**src/rtl/sdio_reg_slave.sv**
```systemverilog
module sdio_reg_slave #(
  parameter int unsigned TO_CYCLES   = 2160000,
  parameter int unsigned RST_LEN     = 64,
  parameter int unsigned SYNC_STAGES = 2
) (
  input  logic        clk,
  input  logic        rst_n,
  input  logic        sck_i,
  input  logic        sdio_i,
  output logic        sdio_o,
  output logic        sdio_oe,
  input  logic        mot_valid,
  input  logic [7:0]  mot_dx,
  input  logic [7:0]  mot_dy,
  input  logic        awake_i,
  input  logic [7:0]  qual_i,
  input  logic [7:0]  pix_max_i,
  input  logic [7:0]  pix_min_i,
  input  logic [7:0]  pix_sum_i,
  input  logic [15:0] shutter_i,
  output logic        pd_o,
  output logic        force_awake_o,
  output logic        soft_rst_o
);

  localparam int TW = $clog2(TO_CYCLES + 1);
  localparam int RW = $clog2(RST_LEN + 1);

  localparam logic [6:0] A_CFG  = 7'h00;
  localparam logic [6:0] A_STAT = 7'h01;
  localparam logic [6:0] A_DY   = 7'h02;
  localparam logic [6:0] A_DX   = 7'h03;
  localparam logic [6:0] A_QUAL = 7'h04;
  localparam logic [6:0] A_PMAX = 7'h05;
  localparam logic [6:0] A_PMIN = 7'h06;
  localparam logic [6:0] A_PSUM = 7'h07;
  localparam logic [6:0] A_SHH  = 7'h09;
  localparam logic [6:0] A_SHL  = 7'h0A;
  localparam logic [6:0] A_INV  = 7'h11;

  logic [SYNC_STAGES-1:0] sck_sr, dat_sr;
  logic sck_q;

  always_ff @(posedge clk or negedge rst_n)
    if (!rst_n) begin
      sck_sr <= '1;
      dat_sr <= '0;
      sck_q  <= 1'b1;
    end else begin
      sck_sr <= {sck_sr[SYNC_STAGES-2:0], sck_i};
      dat_sr <= {dat_sr[SYNC_STAGES-2:0], sdio_i};
      sck_q  <= sck_sr[SYNC_STAGES-1];
    end

  wire sck_s = sck_sr[SYNC_STAGES-1];
  wire din   = dat_sr[SYNC_STAGES-1];
  wire rise  = sck_s & ~sck_q;
  wire fall  = ~sck_s & sck_q;

  logic [3:0]    bcnt;
  logic          busy, rd_act, hold, pd_q;
  logic [14:0]   shin;
  logic [7:0]    shout, cfg, dx, dy, rd_val;
  logic [TW-1:0] tmr;
  logic [RW-1:0] rcnt;

  wire       pd        = cfg[6];
  wire       tmo       = busy && !pd && (tmr == TW'(TO_CYCLES - 1));
  wire       last      = rise && (bcnt == 4'd15);
  wire [6:0] raddr     = {shin[5:0], din};
  wire       rd_start  = rise && (bcnt == 4'd7) && !shin[6];
  wire       wr_commit = last && shin[14];
  wire [6:0] waddr     = shin[13:7];
  wire [7:0] wdata     = {shin[6:0], din};
  wire       pd_entry  = pd && !pd_q;
  wire       clr_x     = rd_start && (raddr == A_DX);
  wire       clr_y     = rd_start && (raddr == A_DY);

  always_comb
    case (raddr)
      A_CFG:   rd_val = cfg;
      A_STAT:  rd_val = {7'b0000000, awake_i};
      A_DY:    rd_val = dy;
      A_DX:    rd_val = dx;
      A_QUAL:  rd_val = qual_i;
      A_PMAX:  rd_val = {2'b00, pix_max_i[5:0]};
      A_PMIN:  rd_val = {2'b00, pix_min_i[5:0]};
      A_PSUM:  rd_val = pix_sum_i;
      A_SHH:   rd_val = shutter_i[15:8];
      A_SHL:   rd_val = shutter_i[7:0];
      A_INV:   rd_val = 8'hFF;
      default: rd_val = 8'h00;
    endcase

  always_ff @(posedge clk or negedge rst_n)
    if (!rst_n) begin
      bcnt   <= '0;
      busy   <= 1'b0;
      rd_act <= 1'b0;
      shin   <= '0;
      pd_q   <= 1'b0;
    end else begin
      pd_q <= pd;
      if (tmo) begin
        bcnt   <= '0;
        busy   <= 1'b0;
        rd_act <= 1'b0;
      end else if (rise) begin
        bcnt <= bcnt + 4'd1;
        busy <= (bcnt != 4'd15);
        shin <= {shin[13:0], din};
        if (rd_start) rd_act <= 1'b1;
        else if (last) rd_act <= 1'b0;
      end
    end

  always_ff @(posedge clk or negedge rst_n)
    if (!rst_n) tmr <= '0;
    else if (!busy || last || tmo) tmr <= '0;
    else if (!pd) tmr <= tmr + TW'(1);

  always_ff @(posedge clk or negedge rst_n)
    if (!rst_n) begin
      sdio_oe <= 1'b0;
      hold    <= 1'b0;
      shout   <= '0;
    end else if (tmo || pd_entry) begin
      sdio_oe <= 1'b0;
      hold    <= 1'b0;
    end else begin
      if (rd_start) begin
        sdio_oe <= 1'b1;
        shout   <= rd_val;
      end else if (rise && rd_act && bcnt != 4'd15) begin
        shout <= {shout[6:0], 1'b0};
      end
      if (last && rd_act) hold <= 1'b1;
      if (fall && hold) begin
        sdio_oe <= 1'b0;
        hold    <= 1'b0;
      end
    end

  always_ff @(posedge clk or negedge rst_n)
    if (!rst_n) begin
      cfg  <= '0;
      rcnt <= '0;
    end else if (wr_commit && waddr == A_CFG) begin
      if (pd) cfg[6] <= wdata[6];
      else    cfg    <= wdata;
      rcnt <= '0;
    end else if (cfg[7]) begin
      if (rcnt == RW'(RST_LEN - 1)) begin
        cfg[7] <= 1'b0;
        rcnt   <= '0;
      end else begin
        rcnt <= rcnt + RW'(1);
      end
    end

  function automatic logic [7:0] sat_add(input logic [7:0] a, input logic [7:0] b);
    logic [8:0] s;
    s = {a[7], a} + {b[7], b};
    if (s[8] != s[7]) return s[8] ? 8'h80 : 8'h7F;
    return s[7:0];
  endfunction

  always_ff @(posedge clk or negedge rst_n)
    if (!rst_n) begin
      dx <= '0;
      dy <= '0;
    end else if (cfg[7]) begin
      dx <= '0;
      dy <= '0;
    end else begin
      dx <= sat_add(clr_x ? 8'h00 : dx, mot_valid ? mot_dx : 8'h00);
      dy <= sat_add(clr_y ? 8'h00 : dy, mot_valid ? mot_dy : 8'h00);
    end

  assign sdio_o        = shout[7];
  assign pd_o          = cfg[6];
  assign force_awake_o = cfg[0];
  assign soft_rst_o    = cfg[7];

endmodule

```
**config.mk**
```make
export PLATFORM = sky130hd
export DESIGN_NAME = sdio_reg_slave
export DESIGN_NICKNAME = d
export VERILOG_FILES = /design/src/rtl/sdio_reg_slave.sv
export SDC_FILE = /design/constraint.sdc
export NUM_CORES = 1
export LEC_CHECK = 0
export ABC_CLOCK_PERIOD_IN_PS = 3100
export BUFFER_PORTS_ARGS = -buffer_cell sky130_fd_sc_hd__buf_2
export CAP_MARGIN = 0
export CORE_ASPECT_RATIO = 0.6
export CORE_MARGIN = 3
export CORE_UTILIZATION = 35
export DETAILED_ROUTE_END_ITERATION = 6
export PLACE_DENSITY = 0.54
export SLEW_MARGIN = 10
export SYNTH_ARGS = -nofsm -noshare
export SYNTH_HDL_FRONTEND = slang
export SYNTH_SLANG_ARGS = --single-unit
```
**constraint.sdc**
```tcl
create_clock -name clk -period 3.1 [get_ports clk]
set_input_delay 0.155 -clock clk [delete_from_list [all_inputs] [get_ports clk]]
set_output_delay 0.155 -clock clk [all_outputs]
set_load 0.1 [all_outputs]
```
==> flow_summary.json <==
{
  "r2r-end": "dx[5]",
  "ant_nets": 0,
  "drt_wl_total_um": 16400,
  "cts_root_buf": "clkbuf_16",
  "power_density_nw_per_um2": 782,
  "synth-main-ff-cell": "dfrtp_1",
  "cts_tree": "done",
  "nFillCells": 1492,
  "yosys_warnings": 0,
  "synth_edf_count": 0,
  "hold_path_depth": 3,
  "grt_util_met3": 0.0446,
  "diodes": 0,
  "ff2ff_setup_slack_ns": 0.12,
  "hp-start": "qual_i[7]",
  "synth_nets": 697,
  "rsz0062_at_grt": "true",
  "min-delay-path-class": "in -> reg",
  "setup_tns_ns": 0,
  "total_power_mw": 5.66,
  "ioPinCount": 75,
  "worst_pin_slew_ns": 0.851,
  "cp_max_fo": 9,
  "drive_gt1_frac": 0.319,
  "die_h_um": 105,
  "peakVddDrop_v": 0.000244,
  "drtIter0Drc": 401,
  "r2r_cells": 13,
  "ys_async_sr_fraction": 1.00,
  "place_hpwl_um": 12400,
  "grt_pass1_wl_um": 25800,
  "rows": 35,
  "grt_max_degree": 37,
  "routabilityCongestion": 0.888,
  "finalCritPeriodShare": 0.960,
  "wl_per_cell_um": 17.7,
  "timing.hold.ws_ns": 0.162,
  "antenna_found_initial": 0,
  "period_needed_ns": 2.98,
  "timing.fmax_ghz": 0.336,
  "grt_pass1_vias": 4881,
  "vias": 5195,
  "grt_overflow_total": 0,
  "final_common_cell": "dfrtp_1",
  "cts_buffer_depth": 2,
  "synth_seq_area_share": 0.397,
  "layout.nets": 812,
  "vias_per_cell": 5.60,
  "worstSetupPathType": "reg -> reg",
  "cap_violations": 0,
  "coreArea_sq_um": 15600,
  "worstPathRequired_ns": 3.31,
  "setup_violations": 0,
  "finClkSkew_ns": 0.00821,
  "synth_cell_types": 72,
  "syn_area_sq_um": 5690,
  "clk_latency_ns": 0.34,
  "final_max_slew_viol_count": 0,
  "crit_path_end_kind": "flop",
  "total_leakage_power_nw": 3.21,
  "hold_end": "shout[7]",
  "met1_usage": 0.293,
  "arrival_ns": 3.18,
  "grt_use_met2": 0.240,
  "r2r-start": "bcnt[1]",
  "hold_viol": 0,
  "maxSlewHeadroom": 0.431,
  "grtUsageTotal": 0.181,
  "die-area_sq_um": 17900,
  "dieWidth_um": 171,
  "dr.pass1.iters": 5,
  "cts_buffers": 9,
  "initial_core_util": 0.364,
  "clock-sinks": 90,
  "syn_inst": 606,
  "final_cell_mix": "dfrtp_1 (87), buf_2 (69), buf_4 (61), nor2_1 (53), nand2_1 (31)",
  "drcViolationCount": 0,
  "status": "completed",
  "start_kind": "flop",
  "io_buffers": 70,
  "syn_to_final_growth_pct": 27.4,
  "top_usage_layer": "met1",
  "path_clk_slew_ns": 0.07,
  "htreeDepth": 3,
  "syn_area_per_cell_sq_um": 9.38,
  "ys_seq_elements": 90
}
worst max-delay path by stage:
stage	from	to	slack (ns)
6_report	bcnt[1]	dx[5]	0.12
5_1_grt	bcnt[1]	dy[3]	-0.04
3_3_place_gp	bcnt[0]	dy[5]	-0.11
2_1_floorplan	sck_sr[1]	dx[1]	0.04
4_1_cts	bcnt[0]	dx[3]	0.004
3_5_place_dp	bcnt[1]	dy[6]	-0.17
layer usage:
metal | vias to the layer above | part of all wire
met4 | 0 | 0.013
met5 | - | 0
met1 | 2537 | 0.51
met2 | 168 | 0.40
met3 | 18 | 0.069
li1 | 2472 | -
cells by family after synthesis:
kind of cell             after synthesis  synth area share
AO/OA/AOI/OAI                        147             0.177
XOR/XNOR                              29            0.0447
adder cells (fa/ha/maj)               21            0.0489
buffers and inverters                 50            0.0363
flip-flops                            90             0.397
multiplexers                          35            0.0678
AND/OR/NAND/NOR                      234             0.228
cell usage after synthesis, types with 2 or more instances:
cell type / n / area, sq um
o311ai_0: 2 / 17.5
dfrtp_1: 87 / 2180
inv_1: 20 / 75.1
fa_1: 2 / 40.0
nor3b_1: 6 / 45.0
nand2b_1: 3 / 18.8
o21ai_1: 2 / 10.0
and2_1: 26 / 163
a31oi_1: 6 / 37.5
dfstp_2: 3 / 78.8
mux2i_1: 7 / 70.1
o22ai_1: 15 / 93.8
and3b_1: 3 / 26.3
or3_1: 3 / 18.8
ha_1: 19 / 238
o31a_1: 2 / 17.5
nand3b_1: 4 / 30.0
or3b_2: 2 / 17.5
a211o_1: 3 / 26.3
nor3_1: 11 / 55.1
xnor2_1: 9 / 78.8
o211ai_1: 5 / 37.5
o21a_1: 2 / 15.0
a21oi_1: 24 / 120
a21o_1: 7 / 52.6
o21ai_0: 30 / 150
nor2_1: 53 / 199
a22oi_1: 13 / 97.6
clkbuf_1: 20 / 75.1
a22o_1: 2 / 17.5
xor2_1: 20 / 175
buf_2: 6 / 30.0
and3_1: 5 / 31.3
o32ai_1: 2 / 17.5
nand2_1: 32 / 120
nor2b_1: 16 / 100
buf_1: 2 / 7.51
mux2_2: 28 / 315
nor4_1: 3 / 18.8
a311oi_1: 3 / 26.3
nand3_1: 24 / 120
o221ai_1: 9 / 78.8
nand4_1: 27 / 169
a211oi_1: 10 / 75.1
through the flow:
stage | util | std cells | instance area (sq um) | worst slack [ns]
2_1_floorplan | - | 606 | 5700 | 0.0354
3_3_place_gp | 0.422 | 905 | 6600 | -0.109
3_5_place_dp | 0.422 | 905 | 6600 | -0.168
4_1_cts | 0.448 | 924 | 7000 | 0.00393
5_1_grt | 0.463 | 928 | 7240 | -0.0423
6_report | 0.463 | 928 | 7240 | 0.123
timing repair:
item	4_1_cts	5_1_grt
endpoints found under the setup margin	14	15
buffers inserted	1	4
gates resized for setup	13	48
hold buffers	3	0
pin swaps	2	28
hold endpoints to repair	36	0
final cells by class:
class	instances	area, sq um	share of cell area
multi-input cells	466	3490	0.482
flip-flops and latches	90	2260	0.312
repair buffers	134	845	0.117
well taps	203	254	0.0351
clock buffers	11	243	0.0335
clock inverters	4	76.3	0.0105
inverters	20	75.1	0.0104
worst max-delay path: stages, from the launching register on:
cell      delay [ns]
dfrtp_1         0.36
ha_2            0.19
and3b_2         0.21
nand3b_1        0.16
nor3_4          0.32
buf_4           0.18
nor2b_1         0.05
ha_2            0.22
a211oi_4        0.31
nor3_4          0.09
or3_4           0.39
buf_6           0.15
nand4_1         0.11
o22ai_1         0.12
report_power, final:
part | total (mW) | internal [mW] | switching [mW]
combinational | 2.75 | 1.27 | 1.48
sequential | 1.73 | 1.50 | 0.229
clock | 1.18 | 0.726 | 0.454
registers in the layout (all words and copies together) (netlist names):
| signal | flops |
|---|---|
| busy | 1 |
| shin | 15 |
| sdio_oe | 1 |
| dy | 8 |
| sck_q | 1 |
| dat_sr | 2 |
| pd_q | 1 |
| sck_sr | 2 |
| cfg | 8 |
| shout | 8 |
| rd_act | 1 |
| dx | 8 |
| tmr | 22 |
| hold | 1 |
| bcnt | 4 |
| rcnt | 7 |
(Power assumes the default switching activity.)
